## src/rtl/gpio_bank_pkg.sv

```systemverilog
package gpio_bank_pkg;
  localparam int NL = 7;
  localparam int SEL_SPLIT = 4;

  localparam logic [4:0] A_DIR   = 5'h00;
  localparam logic [4:0] A_DOUT  = 5'h01;
  localparam logic [4:0] A_DIN   = 5'h02;
  localparam logic [4:0] A_PEN   = 5'h03;
  localparam logic [4:0] A_PSEL  = 5'h04;
  localparam logic [4:0] A_OD    = 5'h05;
  localparam logic [4:0] A_REN   = 5'h06;
  localparam logic [4:0] A_FEN   = 5'h07;
  localparam logic [4:0] A_MASK  = 5'h08;
  localparam logic [4:0] A_STAT  = 5'h09;
  localparam logic [4:0] A_SELLO = 5'h0A;
  localparam logic [4:0] A_SELHI = 5'h0B;
  localparam logic [4:0] A_APEN  = 5'h0C;
  localparam logic [4:0] A_APSEL = 5'h0D;
  localparam logic [4:0] A_AOD   = 5'h0E;
  localparam logic [4:0] A_ROUTE = 5'h0F;

  localparam logic [NL-1:0] WAKE_EXCL = 7'b0010100;

  localparam int REGA_L0 = 0;
  localparam int REGA_L1 = 3;
  localparam int REGB_L  = 4;
  localparam int REGC_L0 = 5;
  localparam int REGC_L1 = 6;

  typedef struct packed {
    logic [NL-1:0] dir;
    logic [NL-1:0] dout;
    logic [NL-1:0] pen;
    logic [NL-1:0] psel;
    logic [NL-1:0] od;
    logic [NL-1:0] ren;
    logic [NL-1:0] fen;
    logic [NL-1:0] mask;
    logic [NL-1:0] sec;
    logic [NL-1:0] apen;
    logic [NL-1:0] apsel;
    logic [NL-1:0] aod;
    logic [2:0]    route;
  } cfg_t;
endpackage

```

## src/rtl/gpio_line_sync.sv

```systemverilog
module gpio_line_sync #(
  parameter int STAGES = 2
) (
  input  logic clk,
  input  logic rst,
  input  logic pad_in,
  input  logic primary,
  output logic synced,
  output logic rise,
  output logic fall
);
  logic [STAGES-1:0] sh;
  logic prev;
  logic prim_q;

  always_ff @(posedge clk) begin
    if (rst) begin
      sh     <= '0;
      prev   <= 1'b0;
      prim_q <= 1'b0;
    end else begin
      sh     <= {sh[STAGES-2:0], pad_in};
      prev   <= sh[STAGES-1];
      prim_q <= primary;
    end
  end

  assign synced = sh[STAGES-1];
  // history is only trusted when the line was primary in the previous cycle too
  assign rise = primary & prim_q &  sh[STAGES-1] & ~prev;
  assign fall = primary & prim_q & ~sh[STAGES-1] &  prev;

  AST_EDGE_ONCE: assert property (@(posedge clk) disable iff (rst)
    rise |=> !rise) else $error("repeated rise");
  AST_FALL_ONCE: assert property (@(posedge clk) disable iff (rst)
    fall |=> !fall) else $error("repeated fall");
endmodule

```

## src/rtl/gpio_bank_regs.sv

```systemverilog
module gpio_bank_regs
  import gpio_bank_pkg::*;
#(
  parameter int ADDR_W = 5,
  parameter int DATA_W = 8
) (
  input  logic              clk,
  input  logic              rst,
  input  logic [ADDR_W-1:0] addr,
  input  logic [DATA_W-1:0] wdata,
  input  logic              we,
  input  logic [NL-1:0]     din,
  input  logic [NL-1:0]     evt,
  output cfg_t              cfg,
  output logic [NL-1:0]     stat,
  output logic [DATA_W-1:0] rdata
);
  localparam int HI_W = NL - SEL_SPLIT;

  logic [NL-1:0] clr;
  assign clr = (we && addr == ADDR_W'(A_STAT)) ? wdata[NL-1:0] : '0;

  always_ff @(posedge clk) begin
    if (rst) begin
      cfg  <= '0;
      stat <= '0;
    end else begin
      stat <= (stat & ~clr) | evt;
      if (we) begin
        case (addr)
          ADDR_W'(A_DIR):   cfg.dir   <= wdata[NL-1:0];
          ADDR_W'(A_DOUT):  cfg.dout  <= wdata[NL-1:0];
          ADDR_W'(A_PEN):   cfg.pen   <= wdata[NL-1:0];
          ADDR_W'(A_PSEL):  cfg.psel  <= wdata[NL-1:0];
          ADDR_W'(A_OD):    cfg.od    <= wdata[NL-1:0];
          ADDR_W'(A_REN):   cfg.ren   <= wdata[NL-1:0];
          ADDR_W'(A_FEN):   cfg.fen   <= wdata[NL-1:0];
          ADDR_W'(A_MASK):  cfg.mask  <= wdata[NL-1:0];
          ADDR_W'(A_SELLO): cfg.sec[SEL_SPLIT-1:0] <= wdata[SEL_SPLIT-1:0];
          ADDR_W'(A_SELHI): cfg.sec[NL-1:SEL_SPLIT] <= wdata[HI_W-1:0];
          ADDR_W'(A_APEN):  cfg.apen  <= wdata[NL-1:0];
          ADDR_W'(A_APSEL): cfg.apsel <= wdata[NL-1:0];
          ADDR_W'(A_AOD):   cfg.aod   <= wdata[NL-1:0];
          ADDR_W'(A_ROUTE): cfg.route <= wdata[2:0];
          default: ;
        endcase
      end
    end
  end

  always_ff @(posedge clk) begin
    if (rst) begin
      rdata <= '0;
    end else begin
      case (addr)
        ADDR_W'(A_DIR):   rdata <= DATA_W'(cfg.dir);
        ADDR_W'(A_DOUT):  rdata <= DATA_W'(cfg.dout);
        ADDR_W'(A_DIN):   rdata <= DATA_W'(din);
        ADDR_W'(A_PEN):   rdata <= DATA_W'(cfg.pen);
        ADDR_W'(A_PSEL):  rdata <= DATA_W'(cfg.psel);
        ADDR_W'(A_OD):    rdata <= DATA_W'(cfg.od);
        ADDR_W'(A_REN):   rdata <= DATA_W'(cfg.ren);
        ADDR_W'(A_FEN):   rdata <= DATA_W'(cfg.fen);
        ADDR_W'(A_MASK):  rdata <= DATA_W'(cfg.mask);
        ADDR_W'(A_STAT):  rdata <= DATA_W'(stat);
        ADDR_W'(A_SELLO): rdata <= DATA_W'(cfg.sec[SEL_SPLIT-1:0]);
        ADDR_W'(A_SELHI): rdata <= DATA_W'(cfg.sec[NL-1:SEL_SPLIT]);
        ADDR_W'(A_APEN):  rdata <= DATA_W'(cfg.apen);
        ADDR_W'(A_APSEL): rdata <= DATA_W'(cfg.apsel);
        ADDR_W'(A_AOD):   rdata <= DATA_W'(cfg.aod);
        ADDR_W'(A_ROUTE): rdata <= DATA_W'(cfg.route);
        default:          rdata <= '0;
      endcase
    end
  end

  for (genvar i = 0; i < NL; i++) begin : g_stat_chk
    AST_STAT_NEEDS_EVENT: assert property (@(posedge clk) disable iff (rst)
      (!$past(evt[i]) && !$past(stat[i])) |-> !stat[i])
      else $error("status set without event");
  end
endmodule

```

## src/rtl/gpio_pad_mux.sv

```systemverilog
module gpio_pad_mux
  import gpio_bank_pkg::*;
(
  input  logic          clk,
  input  logic          rst,
  input  cfg_t          cfg,
  input  logic [NL-1:0] alt_out,
  input  logic [NL-1:0] alt_oe,
  input  logic          regen_a,
  input  logic          regen_b,
  input  logic          regen_c,
  output logic [NL-1:0] pad_o,
  output logic [NL-1:0] pad_oe,
  output logic [NL-1:0] pad_pu,
  output logic [NL-1:0] pad_pd
);
  logic [NL-1:0] rg_sel;
  logic [NL-1:0] rg_val;

  for (genvar i = 0; i < NL; i++) begin : g_route
    if (i == REGA_L0) begin : g_a0
      assign rg_sel[i] = ~cfg.route[0];
      assign rg_val[i] = regen_a;
    end else if (i == REGA_L1) begin : g_a1
      assign rg_sel[i] = cfg.route[0];
      assign rg_val[i] = regen_a;
    end else if (i == REGB_L) begin : g_b
      assign rg_sel[i] = cfg.route[2];
      assign rg_val[i] = regen_b;
    end else if (i == REGC_L0) begin : g_c0
      assign rg_sel[i] = ~cfg.route[1];
      assign rg_val[i] = regen_c;
    end else if (i == REGC_L1) begin : g_c1
      assign rg_sel[i] = cfg.route[1];
      assign rg_val[i] = regen_c;
    end else begin : g_none
      assign rg_sel[i] = 1'b0;
      assign rg_val[i] = 1'b0;
    end
  end

  logic [NL-1:0] val, req, odm, pe, ps;

  always_comb begin
    for (int i = 0; i < NL; i++) begin
      if (cfg.sec[i]) begin
        val[i] = rg_sel[i] ? rg_val[i] : alt_out[i];
        req[i] = rg_sel[i] ? 1'b1      : alt_oe[i];
        odm[i] = cfg.aod[i];
        pe[i]  = cfg.apen[i];
        ps[i]  = cfg.apsel[i];
      end else begin
        val[i] = cfg.dout[i];
        req[i] = cfg.dir[i];
        odm[i] = cfg.od[i];
        pe[i]  = cfg.pen[i];
        ps[i]  = cfg.psel[i];
      end
    end
  end

  always_ff @(posedge clk) begin
    if (rst) begin
      pad_o  <= '0;
      pad_oe <= '0;
      pad_pu <= '0;
      pad_pd <= '0;
    end else begin
      pad_o  <= req & ~odm & val;
      pad_oe <= req & (~odm | ~val);
      pad_pu <= pe & ps;
      pad_pd <= pe & ~ps;
    end
  end

  AST_REGEN_A_LINE0: assert property (@(posedge clk) disable iff (rst)
    $past(cfg.sec[REGA_L0] && !cfg.route[0] && !cfg.aod[REGA_L0])
    |-> (pad_o[REGA_L0] == $past(regen_a)) && pad_oe[REGA_L0])
    else $error("regulator A not on line 0");
endmodule

```

## src/rtl/gpio_mux_bank.sv

```systemverilog
module gpio_mux_bank
  import gpio_bank_pkg::*;
#(
  parameter int ADDR_W      = 5,
  parameter int DATA_W      = 8,
  parameter int SYNC_STAGES = 2
) (
  input  logic              clk,
  input  logic              rst,
  input  logic [ADDR_W-1:0] reg_addr,
  input  logic [DATA_W-1:0] reg_wdata,
  input  logic              reg_we,
  output logic [DATA_W-1:0] reg_rdata,
  input  logic [NL-1:0]     pad_i,
  output logic [NL-1:0]     pad_o,
  output logic [NL-1:0]     pad_oe,
  output logic [NL-1:0]     pad_pu,
  output logic [NL-1:0]     pad_pd,
  input  logic [NL-1:0]     alt_out_i,
  input  logic [NL-1:0]     alt_oe_i,
  output logic [NL-1:0]     alt_in_o,
  input  logic              regen_a_i,
  input  logic              regen_b_i,
  input  logic              regen_c_i,
  input  logic              dev_off_i,
  output logic              irq_o,
  output logic              wake_o
);
  cfg_t          cfg;
  logic [NL-1:0] stat, synced, rise, fall, evt;

  for (genvar i = 0; i < NL; i++) begin : g_line
    gpio_line_sync #(.STAGES(SYNC_STAGES)) u_sync (
      .clk     (clk),
      .rst     (rst),
      .pad_in  (pad_i[i]),
      .primary (~cfg.sec[i]),
      .synced  (synced[i]),
      .rise    (rise[i]),
      .fall    (fall[i])
    );
  end

  assign evt = (rise & cfg.ren) | (fall & cfg.fen);

  gpio_bank_regs #(.ADDR_W(ADDR_W), .DATA_W(DATA_W)) u_regs (
    .clk   (clk),
    .rst   (rst),
    .addr  (reg_addr),
    .wdata (reg_wdata),
    .we    (reg_we),
    .din   (synced),
    .evt   (evt),
    .cfg   (cfg),
    .stat  (stat),
    .rdata (reg_rdata)
  );

  gpio_pad_mux u_mux (
    .clk     (clk),
    .rst     (rst),
    .cfg     (cfg),
    .alt_out (alt_out_i),
    .alt_oe  (alt_oe_i),
    .regen_a (regen_a_i),
    .regen_b (regen_b_i),
    .regen_c (regen_c_i),
    .pad_o   (pad_o),
    .pad_oe  (pad_oe),
    .pad_pu  (pad_pu),
    .pad_pd  (pad_pd)
  );

  assign alt_in_o = synced & cfg.sec;

  logic [NL-1:0] wake_allow;
  assign wake_allow = dev_off_i ? ~WAKE_EXCL : '1;

  always_ff @(posedge clk) begin
    if (rst) begin
      irq_o  <= 1'b0;
      wake_o <= 1'b0;
    end else begin
      irq_o  <= |(stat & ~cfg.mask);
      wake_o <= |(evt & wake_allow);
    end
  end

  AST_MASKED_QUIET: assert property (@(posedge clk) disable iff (rst)
    $past(&cfg.mask) |-> !irq_o) else $error("irq while fully masked");
  AST_NO_STAT_ALT: assert property (@(posedge clk) disable iff (rst)
    ((stat & ~$past(stat)) & $past(cfg.sec)) == '0)
    else $error("status raised on alternate line");
  AST_OFF_WAKE_SRC: assert property (@(posedge clk) disable iff (rst)
    ($past(dev_off_i) && wake_o) |-> $past(|(evt & ~WAKE_EXCL)))
    else $error("wake from excluded line while off");
endmodule

```

## config.mk

```make
export PLATFORM = sky130hd
export DESIGN_NAME = gpio_mux_bank
export DESIGN_NICKNAME = d
export VERILOG_FILES = /design/src/rtl/gpio_bank_pkg.sv /design/src/rtl/gpio_line_sync.sv /design/src/rtl/gpio_bank_regs.sv /design/src/rtl/gpio_pad_mux.sv /design/src/rtl/gpio_mux_bank.sv
export SDC_FILE = /design/constraint.sdc
export NUM_CORES = 1
export LEC_CHECK = 0
export ABC_CLOCK_PERIOD_IN_PS = 1200
export BUFFER_PORTS_ARGS = -buffer_cell sky130_fd_sc_hd__clkbuf_2
export CORE_MARGIN = 8
export CORE_UTILIZATION = 36
export DETAILED_ROUTE_END_ITERATION = 16
export PLACE_DENSITY = 0.63
export SETUP_SLACK_MARGIN = 0.1
export SYNTH_ARGS = -nofsm -noshare
export SYNTH_HDL_FRONTEND = slang
export SYNTH_HIERARCHICAL = 1
export SYNTH_SLANG_ARGS = --single-unit
```

## constraint.sdc

```tcl
create_clock -name clk -period 1.2 [get_ports clk]
set_input_delay 0.06 -clock clk [delete_from_list [all_inputs] [get_ports clk]]
set_output_delay 0.06 -clock clk [all_outputs]
set_load 0.01 [all_outputs]
```

### After elaboration in Yosys (flattened, before gate mapping)

Cells that the tools add are included.

* register bits: 160
* input bits: 41
* output and inout port bits: 45
* logic and storage cells: 199

* equality and inequality tests: 15
* multiplexer cells: 48
* bitwise gates (word level): 75
* reductions and logical operators: 18

Operator list (number)
* 7-bit one-hot mux with 16 select lines: 1
* 7-bit bitwise AND: 11
* 1-bit two-way mux: 45
* 5-bit by 4-bit equality test with 1-bit output (second input constant): 8
* 1-bit bitwise AND: 35
* 7-bit inverter: 5
* 2-bit AND reduction: 14
* 1-bit inverter: 21
* 7-bit bitwise OR: 3
* 5-bit by 3-bit equality test with 1-bit output (second input constant): 4
* 7-bit OR reduction: 2
* 5-bit by 2-bit equality test with 1-bit output (second input constant): 2
* 7-bit two-way mux: 1
* 5-bit by 1-bit equality test with 1-bit output (second input constant): 1
* 5-bit logical NOT: 1
* 5-bit two-way mux: 1
* 1-bit logical AND: 1

### Depth between registers and ports, before layout

Gate-level depths: netlist of the first run.

* word-level depth: 8
* depth in mapped cells: 7
* mapped depth without buffers: 5

### Hierarchy

Netlist of the first run, hierarchy kept.

Modules (own cells, without submodules)
* gpio_bank_regs: instances 1, cells an instance 521, area each 4780.8 um2, seq. area each 2021.9 um2
* gpio_pad_mux: instances 1, cells an instance 150, area each 1348.8 um2, seq. area each 560.5 um2
* gpio_line_sync: instances 7, cells an instance 10, area each 125.1 um2, seq. area each 80.1 um2
* gpio_mux_bank: instances 1, cells an instance 38, area each 256.5 um2, seq. area each 40.0 um2

### Worst setup path before layout of the first run

No wires, ideal clock.

* path type: register to register
* start: register u_regs/cfg[27] (netlist name)
* end: register wake_o
* library setup time: 0.124 ns
* data arrival time: 1.063 ns
* required time: 1.076 ns
* slack: 0.013 ns
* stages on the path, launching flop included: 6
* buffers on the path: 0
* clock period less this slack: 1.187 ns
* path through: dfxtp_1 -> inv_1 -> and4b_1 -> a22o_1 -> nor3_2 -> a31oi_1

* longest elaborated chain between the ends: 8
* elaborated cells between the ends (all ways): 11
* those cells by class: bitwise (10); reduce/logical (1)

Ends and longest elaborated chain
* 1-bit inverter: line gpio_mux_bank.sv:37 `.primary (~cfg.sec[i]),`
* 1-bit bitwise AND (3 in a row): line gpio_line_sync.sv:30 `assign rise = primary & prim_q & sh[STAGES-1] & ~prev;`
* via rise[3]: line gpio_mux_bank.sv:30 `logic [NL-1:0] stat, synced, rise, fall, evt;`
* 7-bit bitwise AND: line gpio_mux_bank.sv:44 `assign evt = (rise & cfg.ren) | (fall & cfg.fen);`
* 7-bit bitwise OR: line gpio_mux_bank.sv:44
* via evt[3]: line gpio_mux_bank.sv:30
* 7-bit bitwise AND: line gpio_mux_bank.sv:85 `wake_o <= |(evt & wake_allow);`
* 7-bit OR reduction: line gpio_mux_bank.sv:85
* end signal, assigned: line gpio_mux_bank.sv:85
* end, declared: line gpio_mux_bank.sv:27 `output logic wake_o`

The timed path passes the listed nets, and every way through them passes these cells.
A chain may end at the register's enable or synchronous reset.

### Worst setup path in the final report of the first run

* start: register u_regs/cfg[28] (netlist name)
* end: output port alt_in_o[4]

* longest elaborated chain between the ends: 1

Ends and longest elaborated chain
* 7-bit bitwise AND: line gpio_mux_bank.sv:74 `assign alt_in_o = synced & cfg.sec;`
* end, declared: line gpio_mux_bank.sv:21 `output logic [NL-1:0] alt_in_o,`

Every way passes these cells.

==> results.toml, run 1 <==
[run_status]
status = "complete, but fails checks"
violations = "negative setup slack"

[logic_synthesis]
synthCells = 779
synth_flop_cell = "dfxtp_1"
ys_seq_elements = 159
yosys_warnings = 6
syn_area_per_cell_um2 = 9.322
synth_nets = 820
yosysUniqueCellTypes = 66
ys_async_sr_fraction_pct = 0
synth_top_area_share_pct = 43.83
ys_top_cells_by_area = "dfxtp_1 (44%), mux2i_1 (11%), nor2_1 (4.4%), nand3_1 (4.1%), a21oi_1 (3.4%)"
synth-edff-count = 0
syn_area_mm2 = 0.007262
synth_top_cell_by_area = "dfxtp_1"
ys_seq_area_share_pct = 43.83

[power]
clockPowerShare_pct = 47.1
pwr-share-comb_pct = 7.8
cellLeakagePower_uw = 0.004182
power_frac_seq_pct = 45.1
power_density_mw_per_mm2 = 1176
switching_share_pct = 23.14
power.internal_uw = 9163
irDropWorstVdd_v = 0.0009583
p_sw_uw = 2758

[sta]
max_slew.worst_pin.slew_ns = 0.6884
rsz0062_at_grt = "yes"
skew_ns = 0.008281
setup_viol = 13
finalCriticalPeriod_ns = 1.301
fin_crit_sh_pct = 108.5
relSlewSlack_pct = 54.10
slew_violations = 0
fmax_mhz = 768.4
setup_ws_ns = -0.1015
hold_violations = 0
setup_tns_ns = -0.4384

[layout]
fillers = 1854
synthToLayoutAreaGrowth_pct = 39.61
diodes = 0
fin_area_mm2 = 0.01014
stdcell_count = 1261
fin_nets = 1020
drive_gt1_share_pct = 35.52

[floorplanning]
dieArea_mm2 = 0.02497
fp.coreArea_mm2 = 0.02004
pin_count = 86
die_x_um = 158.0
row_count = 52
die_h_um = 158.0
initial_core_util_pct = 36.24

[global_route]
grt_overflow = 0
grt_use_total_pct = 18.59
grt_pass1_vias = 6233
antenna_found_initial = 0
grt_pass1_wl_um = 34990
grt_max_degree = 73

[route]
drtIter0Drc = 460
routed_wl_um = 23570
vias_per_cell = 5.300
drcViolationCount = 0
wl_per_cell_um = 18.69
vias = 6683
antenna_left = 0
drt_first_pass_iters = 5

[place]
portBuffers = 83
place_ws_ns = -0.2958
place.gp.congestion = 0.8968
placed_cells = 1186
placed_cell_area_mm2 = 0.008626
hpwl_um = 16320

[min_path]
hold_path_depth = 4
min-delay-start = "alt_oe_i[6]"
hp-class = "in2reg"
min_to = "u_mux/pad_o[6]"

[critical_path]
required_ns = 1.14
crit_arrival_ns = 1.24
regToRegSetupSlack_ns = -0.08
r2r-start = "u_regs/cfg[24]"
crit_type = "reg2out"
end_kind = "output port"
start_kind = "flip-flop"
crit_path_start = "u_regs/cfg[28]"
crit-reg2reg-capture = "u_regs/rdata[0]"
r2r_cells = 5
critPathMaxFanout = 2

[clock_network]
cts_made_buffers = 17
clockBufferDepth = 2
cts_sinks = 159
cts.clk_slew.worst_paths_ns = 0.06
clock_latency_ns = 0.43
root_buffer = "clkbuf_16"
cts_max_level = 4
cts_tree = "done"

[flow_run]
cap_violations = 0
==> metal layers <==
metal  GRT usage, %  wire length [um]
met1          25.02             10440
met2          29.09             10850
met3          4.040              1868
met4          5.882               405
met5              0                 0
==> worst max path at each step <==
stage                                  to  cells past startpoint  slack (ns)
after CTS                     alt_in_o[4]                      4       -0.12
after floorplan           u_regs/rdata[5]                      5        0.05
after detailed placement  u_regs/rdata[3]                      8       -0.30
final                         alt_in_o[4]                      4       -0.10
after global placement    u_regs/rdata[3]                      8       -0.32
after global routing      u_regs/rdata[6]                      5       -0.15
==> cell type report <==
class                   count  area (um^2)  area share, %
clock buffers              21        470.5          4.640
clock inverters            10        136.4          1.345
inverters                  30        112.6          1.111
multi-input cells         532         3869          38.16
flip-flops and latches    159         3236          31.91
well taps                 270        337.8          3.332
repair buffers            239         1977          19.50
==> through the flow <==
step	power (uW)	hold slack (ns)	utilization [%]
2_1_floorplan	5952	0.1294	-
4_1_cts	11980	0.03881	48.58
5_1_grt	12330	0.06298	50.59
6_report	11920	0.05097	50.59
3_3_place_gp	6306	0.2718	43.04
3_5_place_dp	6312	0.2740	43.04
==> kinds of logic (layout without fill, tap and decap cells) <==
kind of cell | Yosys count | in the layout | synth area share [%]
flops | 159 | 159 | 43.83
mux | 92 | 92 | 13.39
simple gates | 312 | 312 | 24.40
other cells | 1 | 1 | 0.05164
compound gates | 127 | 127 | 12.23
buf+inv | 88 | 300 | 6.099
==> power by group through the flow <==
stage / Combinational [uW] / Clock [uW] / Sequential [uW]
detailed placement: 808 / 0 / 5500
global route: 982 / 5960 / 5380
floorplan: 459 / 0 / 5490
global placement: 804 / 0 / 5500
finish: 927 / 5620 / 5380
CTS: 887 / 5710 / 5380
==> cell usage in the layout (no fill, tap or decap), types with 9 or more instances in the layout <==
cell type      netlist  layout
a21oi_1             49      42
a22o_1              11      11
a31oi_1             13      11
and4b_1             14      14
buf_12               0      10
buf_4               11      99
buf_6                6      22
clkbuf_16            0      20
clkbuf_2             0      76
dfxtp_1            159     133
dfxtp_2              0      18
dlygate4sd3_1        0      21
inv_1               27      22
mux2i_1             81      77
nand2_1             46      44
nand3_1             59      59
nand3b_1             9       9
nor2_1              86      86
nor2b_1             31      31
==> what timing repair did <==
item,4_1_cts,5_1_grt
hold buffers,21,0
pin swaps,39,34
gates cloned,0,4
endpoints found under the hold margin,18,0
setup endpoints to repair,33,43
setup buffers,11,9
gates resized for setup,70,60
==> synth_stat cells (13+ instances only) <==
master,instances
mux2i_1,81
nor2b_1,31
a21oi_1,49
clkbuf_1,20
a31oi_1,13
and4b_1,14
nand3_1,59
nor2_1,86
buf_2,21
dfxtp_1,159
inv_1,27
nand2_1,46
==> sequential cells by signal (all words and copies together), names as in the netlist <==
name / flops
wake_o: 1
u_regs/cfg: 87
u_mux/pad_pd: 7
irq_o: 1
u_regs/rdata: 7
g_line.u_sync/prim_q: 7
u_mux/pad_oe: 7
g_line.u_sync/prev: 7
u_regs/stat: 7
g_line.u_sync/sh: 14
u_mux/pad_o: 7
u_mux/pad_pu: 7
==> worst max-delay path: stages (launching register included) <==
cell and delay (ns):
dfxtp_2 0.32, buf_6 0.13, buf_12 0.12, and2_4 0.13
buf_6 0.11
No activity file was read; power rests on OpenSTA's default activity.
==> run 2, diff against run 1 <==
CORE_MARGIN = 5   (was 8)
SYNTH_HIERARCHICAL = not set   (was 1)
==> results.toml, run 2 <==
[layout]
mostFrequentLayoutCells = "dfxtp_1 (138), buf_4 (132), nor2_1 (111), a21oi_1 (80), clkbuf_2 (70)"
drive_gt1_share_pct = 39.36
diodes = 0
synthToLayoutAreaGrowth_pct = 50.84
final_common_cell = "dfxtp_1"
fin_nets = 1085
largestRegisters = "u_regs.cfg: 87 flops, g_line.u_sync.sh: 14 flops"
regMostFlops = "u_regs.cfg"
stdcell_count = 1291
largest_reg_flops = 87
fillers = 1631

[logic_synthesis]
ys_top_cells_by_count = "dfxtp_1 (159), nor2_1 (126), a21oi_1 (90)"
synth_top_family_by_area = "simple AND/OR/NAND/NOR gates"
synthCells = 806
synth_nets = 847
synth.most_common_cell = "dfxtp_1"
ys_seq_area_share_pct = 46.91
synth-edff-count = 0
ys_async_sr_fraction_pct = 0
synth_top_area_share_pct = 46.91
yosys_warnings = 0
ys_seq_elements = 159
yosysUniqueCellTypes = 52
synth_flop_cell = "dfxtp_1"
synth_xor_xnor_area_share_pct = 0
synthMuxAreaShare_pct = 6.933
ys_top_cells_by_area = "dfxtp_1 (47%), nor2_1 (7.0%), a21oi_1 (6.6%), mux2i_1 (5.6%), o21ai_0 (3.6%)"
synthAdderAreaFrac_pct = 0
synth_compound_area_share_pct = 18.81
yosys.area_share.simple_pct = 22.40
syn_area_per_cell_um2 = 8.418
synth_top_cell_by_area = "dfxtp_1"
syn_area_mm2 = 0.006785

[critical_path]
regToRegSetupSlack_ns = -0.05
end_kind = "output port"
r2r_cells = 5
start_kind = "flip-flop"
r2r-start = "g_line[1].u_sync.sh[1]"
required_ns = 1.14
critPathMaxFanout = 2
crit_type = "reg2out"
crit_arrival_ns = 1.23
crit-reg2reg-capture = "wake_o"

[floorplanning]
fp.coreArea_mm2 = 0.01864
pin_count = 86
dieArea_mm2 = 0.02169
die_h_um = 147.3
initial_core_util_pct = 36.40
row_count = 50
die_x_um = 147.3

[place]
portBuffers = 83
place_ws_ns = -0.4284
place.gp.congestion = 0.9299
placed_cells = 1217
hpwl_um = 18680

[global_route]
grt_overflow = 0
grt_pass1_wl_um = 38780
grt_max_degree = 31
antenna_found_initial = 0
grt_pass1_vias = 6732
grt_use_total_pct = 23.28

[power]
cellLeakagePower_uw = 0.004000
irDropWorstVdd_v = 0.0008907
power_density_mw_per_mm2 = 1168

[route]
vias = 7005
vias_per_cell = 5.426
antenna_left = 0
drt_first_pass_iters = 5
routed_wl_um = 25700
drcViolationCount = 0
drtIter0Drc = 711
wl_per_cell_um = 19.90

[sta]
setup_ws_ns = -0.08513
fmax_mhz = 778.1
skew_ns = 0.008498
finalCriticalPeriod_ns = 1.285
setup_viol = 8
rsz0062_at_grt = "yes"
fin_crit_sh_pct = 107.1
slew_violations = 0
hold_violations = 0

[min_path]
hp-class = "in2reg"
hold_path_depth = 4
min-delay-start = "alt_out_i[6]"
min_to = "u_mux.pad_oe[6]"

[clock_network]
cts_tree = "done"
root_buffer = "clkbuf_16"
cts_max_level = 4
clockBufferDepth = 2
cts.clk_slew.worst_paths_ns = 0.07
clock_latency_ns = 0.44
cts_made_buffers = 17
cts_sinks = 159

[flow_run]
cap_violations = 0

[run_status]
violations = "negative setup slack"
status = "complete, but fails checks"
## run 2: cell families after synthesis
| group | Yosys count |
|---|---|
| and+or+nand+nor | 309 |
| muxes | 46 |
| other | 1 |
| DFF | 159 |
| AOI/OAI and AO/OA | 210 |
| buffers and inverters | 81 |
## run 2: final cells by class
type	instances	area, um^2	area share, %
clock buffer	17	425.4	4.156
tap	234	292.8	2.861
multi-input combinational	566	3729	36.43
clock inverter	15	175.2	1.711
inverter	22	82.58	0.8068
timing repair buffer	278	2296	22.43
sequential	159	3234	31.60
## run 2: per-stage QoR
| stage | hold WS (ns) | instance area, um^2 | setup TNS (ns) | util, % | power [uW] |
|---|---|---|---|---|---|
| global route | 0.02779 | 10230 | -0.6365 | 54.90 | 12310 |
| detailed placement | 0.2720 | 8602 | -25.99 | 46.14 | 6312 |
| CTS | 0.008377 | 9894 | -0.3598 | 53.07 | 11940 |
| finish | 0.008652 | 10230 | -0.2913 | 54.90 | 11960 |
| floorplan | 0.1882 | 6920 | -8.566 | - | 5871 |
| global placement | 0.2725 | 8602 | -26.77 | 46.14 | 6315 |
## run 2: how the worst max path moves through the flow
stage | cells past startpoint | from | to | slack (ns)
after CTS | 4 | u_regs.cfg[29] | alt_in_o[5] | -0.10
after detailed placement | 7 | reg_addr[1] | u_regs.cfg[60] | -0.43
final | 4 | u_regs.cfg[29] | alt_in_o[5] | -0.09
after global placement | 7 | reg_addr[1] | u_regs.cfg[59] | -0.42
after global routing | 4 | u_regs.cfg[29] | alt_in_o[5] | -0.11
after floorplan | 7 | reg_addr[1] | u_regs.cfg[65] | -0.41
## run 2: power by group
part / switching [uW] / internal, uW / total (uW)
logic: 526 / 435 / 961
clock network: 2480 / 3140 / 5620
registers: 49.4 / 5330 / 5370
## run 2: timing repair
item,4_1_cts,5_1_grt
pin swaps,28,37
setup endpoints to repair,34,75
endpoints found under the hold margin,22,1
buffers inserted,16,10
hold buffers,17,1
gates resized for setup,112,80
gates cloned,0,1
## run 2: critical path, stage by stage (launching register included)
cell and delay, ns:
dfxtp_2 0.33, buf_12 0.12, buf_6 0.10, and2_4 0.12
buf_6 0.11
## run 2: per-layer routing
layer  GRT usage (%)  share of wire (%)
met1           32.16                 45
met5               0                  0
met3           4.257                7.7
met4           8.807                2.8
met2           36.27                 45
==> run 3, diff against run 2 <==
==> constraint.sdc (replaced) <==
create_clock -name clk -period 1.2 [get_ports clk]
set_input_delay 0 -clock clk [delete_from_list [all_inputs] [get_ports clk]]
set_output_delay 0 -clock clk [all_outputs]
set_load 0.01 [all_outputs]
==> results.toml, run 3 (synthesized netlist as in run 2, its figures left out) <==
[run_status]
status = "complete, but fails checks"
violations = "negative setup slack"

[critical_path]
regToRegSetupSlack_ns = -0.07
crit_type = "reg2reg"
worstPathCellList = "nand3b_1 -> o21ai_1 -> nand3b_1 -> and4_1 -> a31oi_2"
crit_path_start = "g_line[6].u_sync.sh[1]"
crit_path_frequent_cell = "nand3b_1"
r2r_cells = 5
slowest_delay_ns = 0.36
crit-reg2reg-capture = "wake_o"
crit_family = "simple AND/OR/NAND/NOR gates"
crit_buf_inv = 0
end_kind = "flip-flop"
start_kind = "flip-flop"
crit_slowest_cell = "dfxtp_2"
r2r-start = "g_line[6].u_sync.sh[1]"
critPathMaxFanout = 4
required_ns = 1.55
crit_arrival_ns = 1.62
cp_num_cells = 5

[route]
vias = 6928
drtIter0Drc = 649
vias_per_cell = 5.329
wl_per_cell_um = 19.93
drt_first_pass_iters = 6
antenna_left = 0
routed_wl_um = 25920
drcViolationCount = 0

[sta]
rsz0062_at_grt = "yes"
slew_violations = 0
hold_violations = 0
finalCriticalPeriod_ns = 1.272
max_slew.worst_pin.slew_ns = 0.4987
skew_ns = 0.01035
fin_crit_sh_pct = 106.0
fmax_mhz = 786.2
relSlewSlack_pct = 66.63
setup_viol = 5
setup_ws_ns = -0.07195

[layout]
diodes = 0
mostFrequentLayoutCells = "dfxtp_1 (140), buf_4 (130), nor2_1 (117), a21oi_1 (76), clkbuf_2 (73)"
final_common_cell = "dfxtp_1"
regMostFlops = "u_regs.cfg"
synthToLayoutAreaGrowth_pct = 50.91
largest_reg_flops = 87
fin_nets = 1094
drive_gt1_share_pct = 37.15
largestRegisters = "u_regs.cfg: 87 flops, g_line.u_sync.sh: 14 flops"
fin_area_mm2 = 0.01024
multiInputGateArea_mm2 = 0.003640
final_util_pct = 54.93
fillers = 1629
seq_area_mm2 = 0.003232

[clock_network]
root_buffer = "clkbuf_16"
cts_max_level = 4
cts_made_buffers = 17
clockBufferDepth = 2
cts_sinks = 159
cts_tree = "done"
clock_latency_ns = 0.44
cts.clk_slew.worst_paths_ns = 0.07

[power]
p_sw_uw = 3100
switching_share_pct = 26.13
power.internal_uw = 8762
pwr-share-comb_pct = 8.3
irDropWorstVdd_v = 0.0008753
power_frac_seq_pct = 45.3
power_density_mw_per_mm2 = 1158
clockPowerShare_pct = 46.4
cellLeakagePower_uw = 0.004014

[global_route]
grt_overflow = 0
grt_pass1_vias = 6615
grt_pass1_wl_um = 38630
grt_use_total_pct = 23.18
grt_max_degree = 21
antenna_found_initial = 0

[floorplanning]
dieArea_mm2 = 0.02169
die_h_um = 147.3
die_x_um = 147.3
pin_count = 86
row_count = 50
fp.coreArea_mm2 = 0.01864
initial_core_util_pct = 36.40

[min_path]
min_to = "u_regs.rdata[3]"
hold_path_depth = 5
hp-class = "in2reg"
min-delay-start = "reg_addr[4]"

[place]
hpwl_um = 18700
place.gp.congestion = 0.9440
placed_cell_area_mm2 = 0.008635
portBuffers = 83

[flow_run]
cap_violations = 0
[run 3: cell count changes in the layout (fill, tap and decap cells not counted), moves of 3 or more]
cell           before  now
buf_6              35   30
buf_8               7    4
nor2_1            111  117
dlygate4sd3_1      18   33
clkbuf_2           70   73
nor2_4             14    9
a21oi_1            80   76
[run 3: layout make-up]
type	instances	share of cell area [%]
inverters	22	0.8065
repair buffers	287	23.44
multi-input cells	566	35.55
clock inverters	15	1.637
well taps	234	2.859
clock buffers	17	4.154
flip-flops and latches	159	31.56
[run 3: through the flow]
stage | total power, uW | hold slack, ns | TNS [ns] | setup WS [ns] | std cells
floorplan | 5869 | 0.1282 | -6.371 | -0.3477 | 806
global placement | 6321 | 0.2135 | -21.33 | -0.3381 | 1217
detailed placement | 6323 | 0.2120 | -21.92 | -0.3477 | 1217
CTS | 11860 | 0.1534 | -0.1479 | -0.05830 | 1294
global route | 12220 | 0.1732 | -0.5488 | -0.1131 | 1300
finish | 11860 | 0.1389 | -0.2409 | -0.07195 | 1300
[run 3: worst max path at each step]
stage                     end
2_1_floorplan  u_regs.cfg[63]
3_3_place_gp   u_regs.cfg[62]
3_5_place_dp   u_regs.cfg[79]
4_1_cts                wake_o
5_1_grt                wake_o
6_report               wake_o
[run 3: power by group through the flow]
stage | Combinational [uW] | Clock (uW) | Sequential, uW
floorplan | 377 | 0 | 5490
global placement | 811 | 0 | 5510
detailed placement | 812 | 0 | 5510
CTS | 923 | 5560 | 5380
global route | 1040 | 5800 | 5380
finish | 982 | 5500 | 5380
[run 3: worst register-to-register path: stages, from the launching register on]
cell and delay (ns):
dfxtp_2 0.36, nand3b_1 0.17, o21ai_1 0.11, nand3b_1 0.17, and4_1 0.21, a31oi_2 0.17
[run 3: metal layers]
| metal | global-route usage [%] | vias to the layer above | wire, um | share of wire [%] |
|---|---|---|---|---|
| met4 | 7.735 | 0 | 648 | 2.5 |
| met5 | 0 | - | 0 | 0 |
| met2 | 36.52 | 304 | 11760 | 45 |
| li1 | - | 3311 | - | - |
| met1 | 32.10 | 3267 | 11700 | 45 |
| met3 | 4.226 | 46 | 1798 | 6.9 |
[run 3: what timing repair did]
item                                   4_1_cts  5_1_grt
endpoints found under the hold margin       59        0
hold buffers                                33        0
setup endpoints to repair                   38       58
buffers inserted                            15        4
gates cloned                                 0        2
pin swaps                                   17       33
resized for setup                           77       81
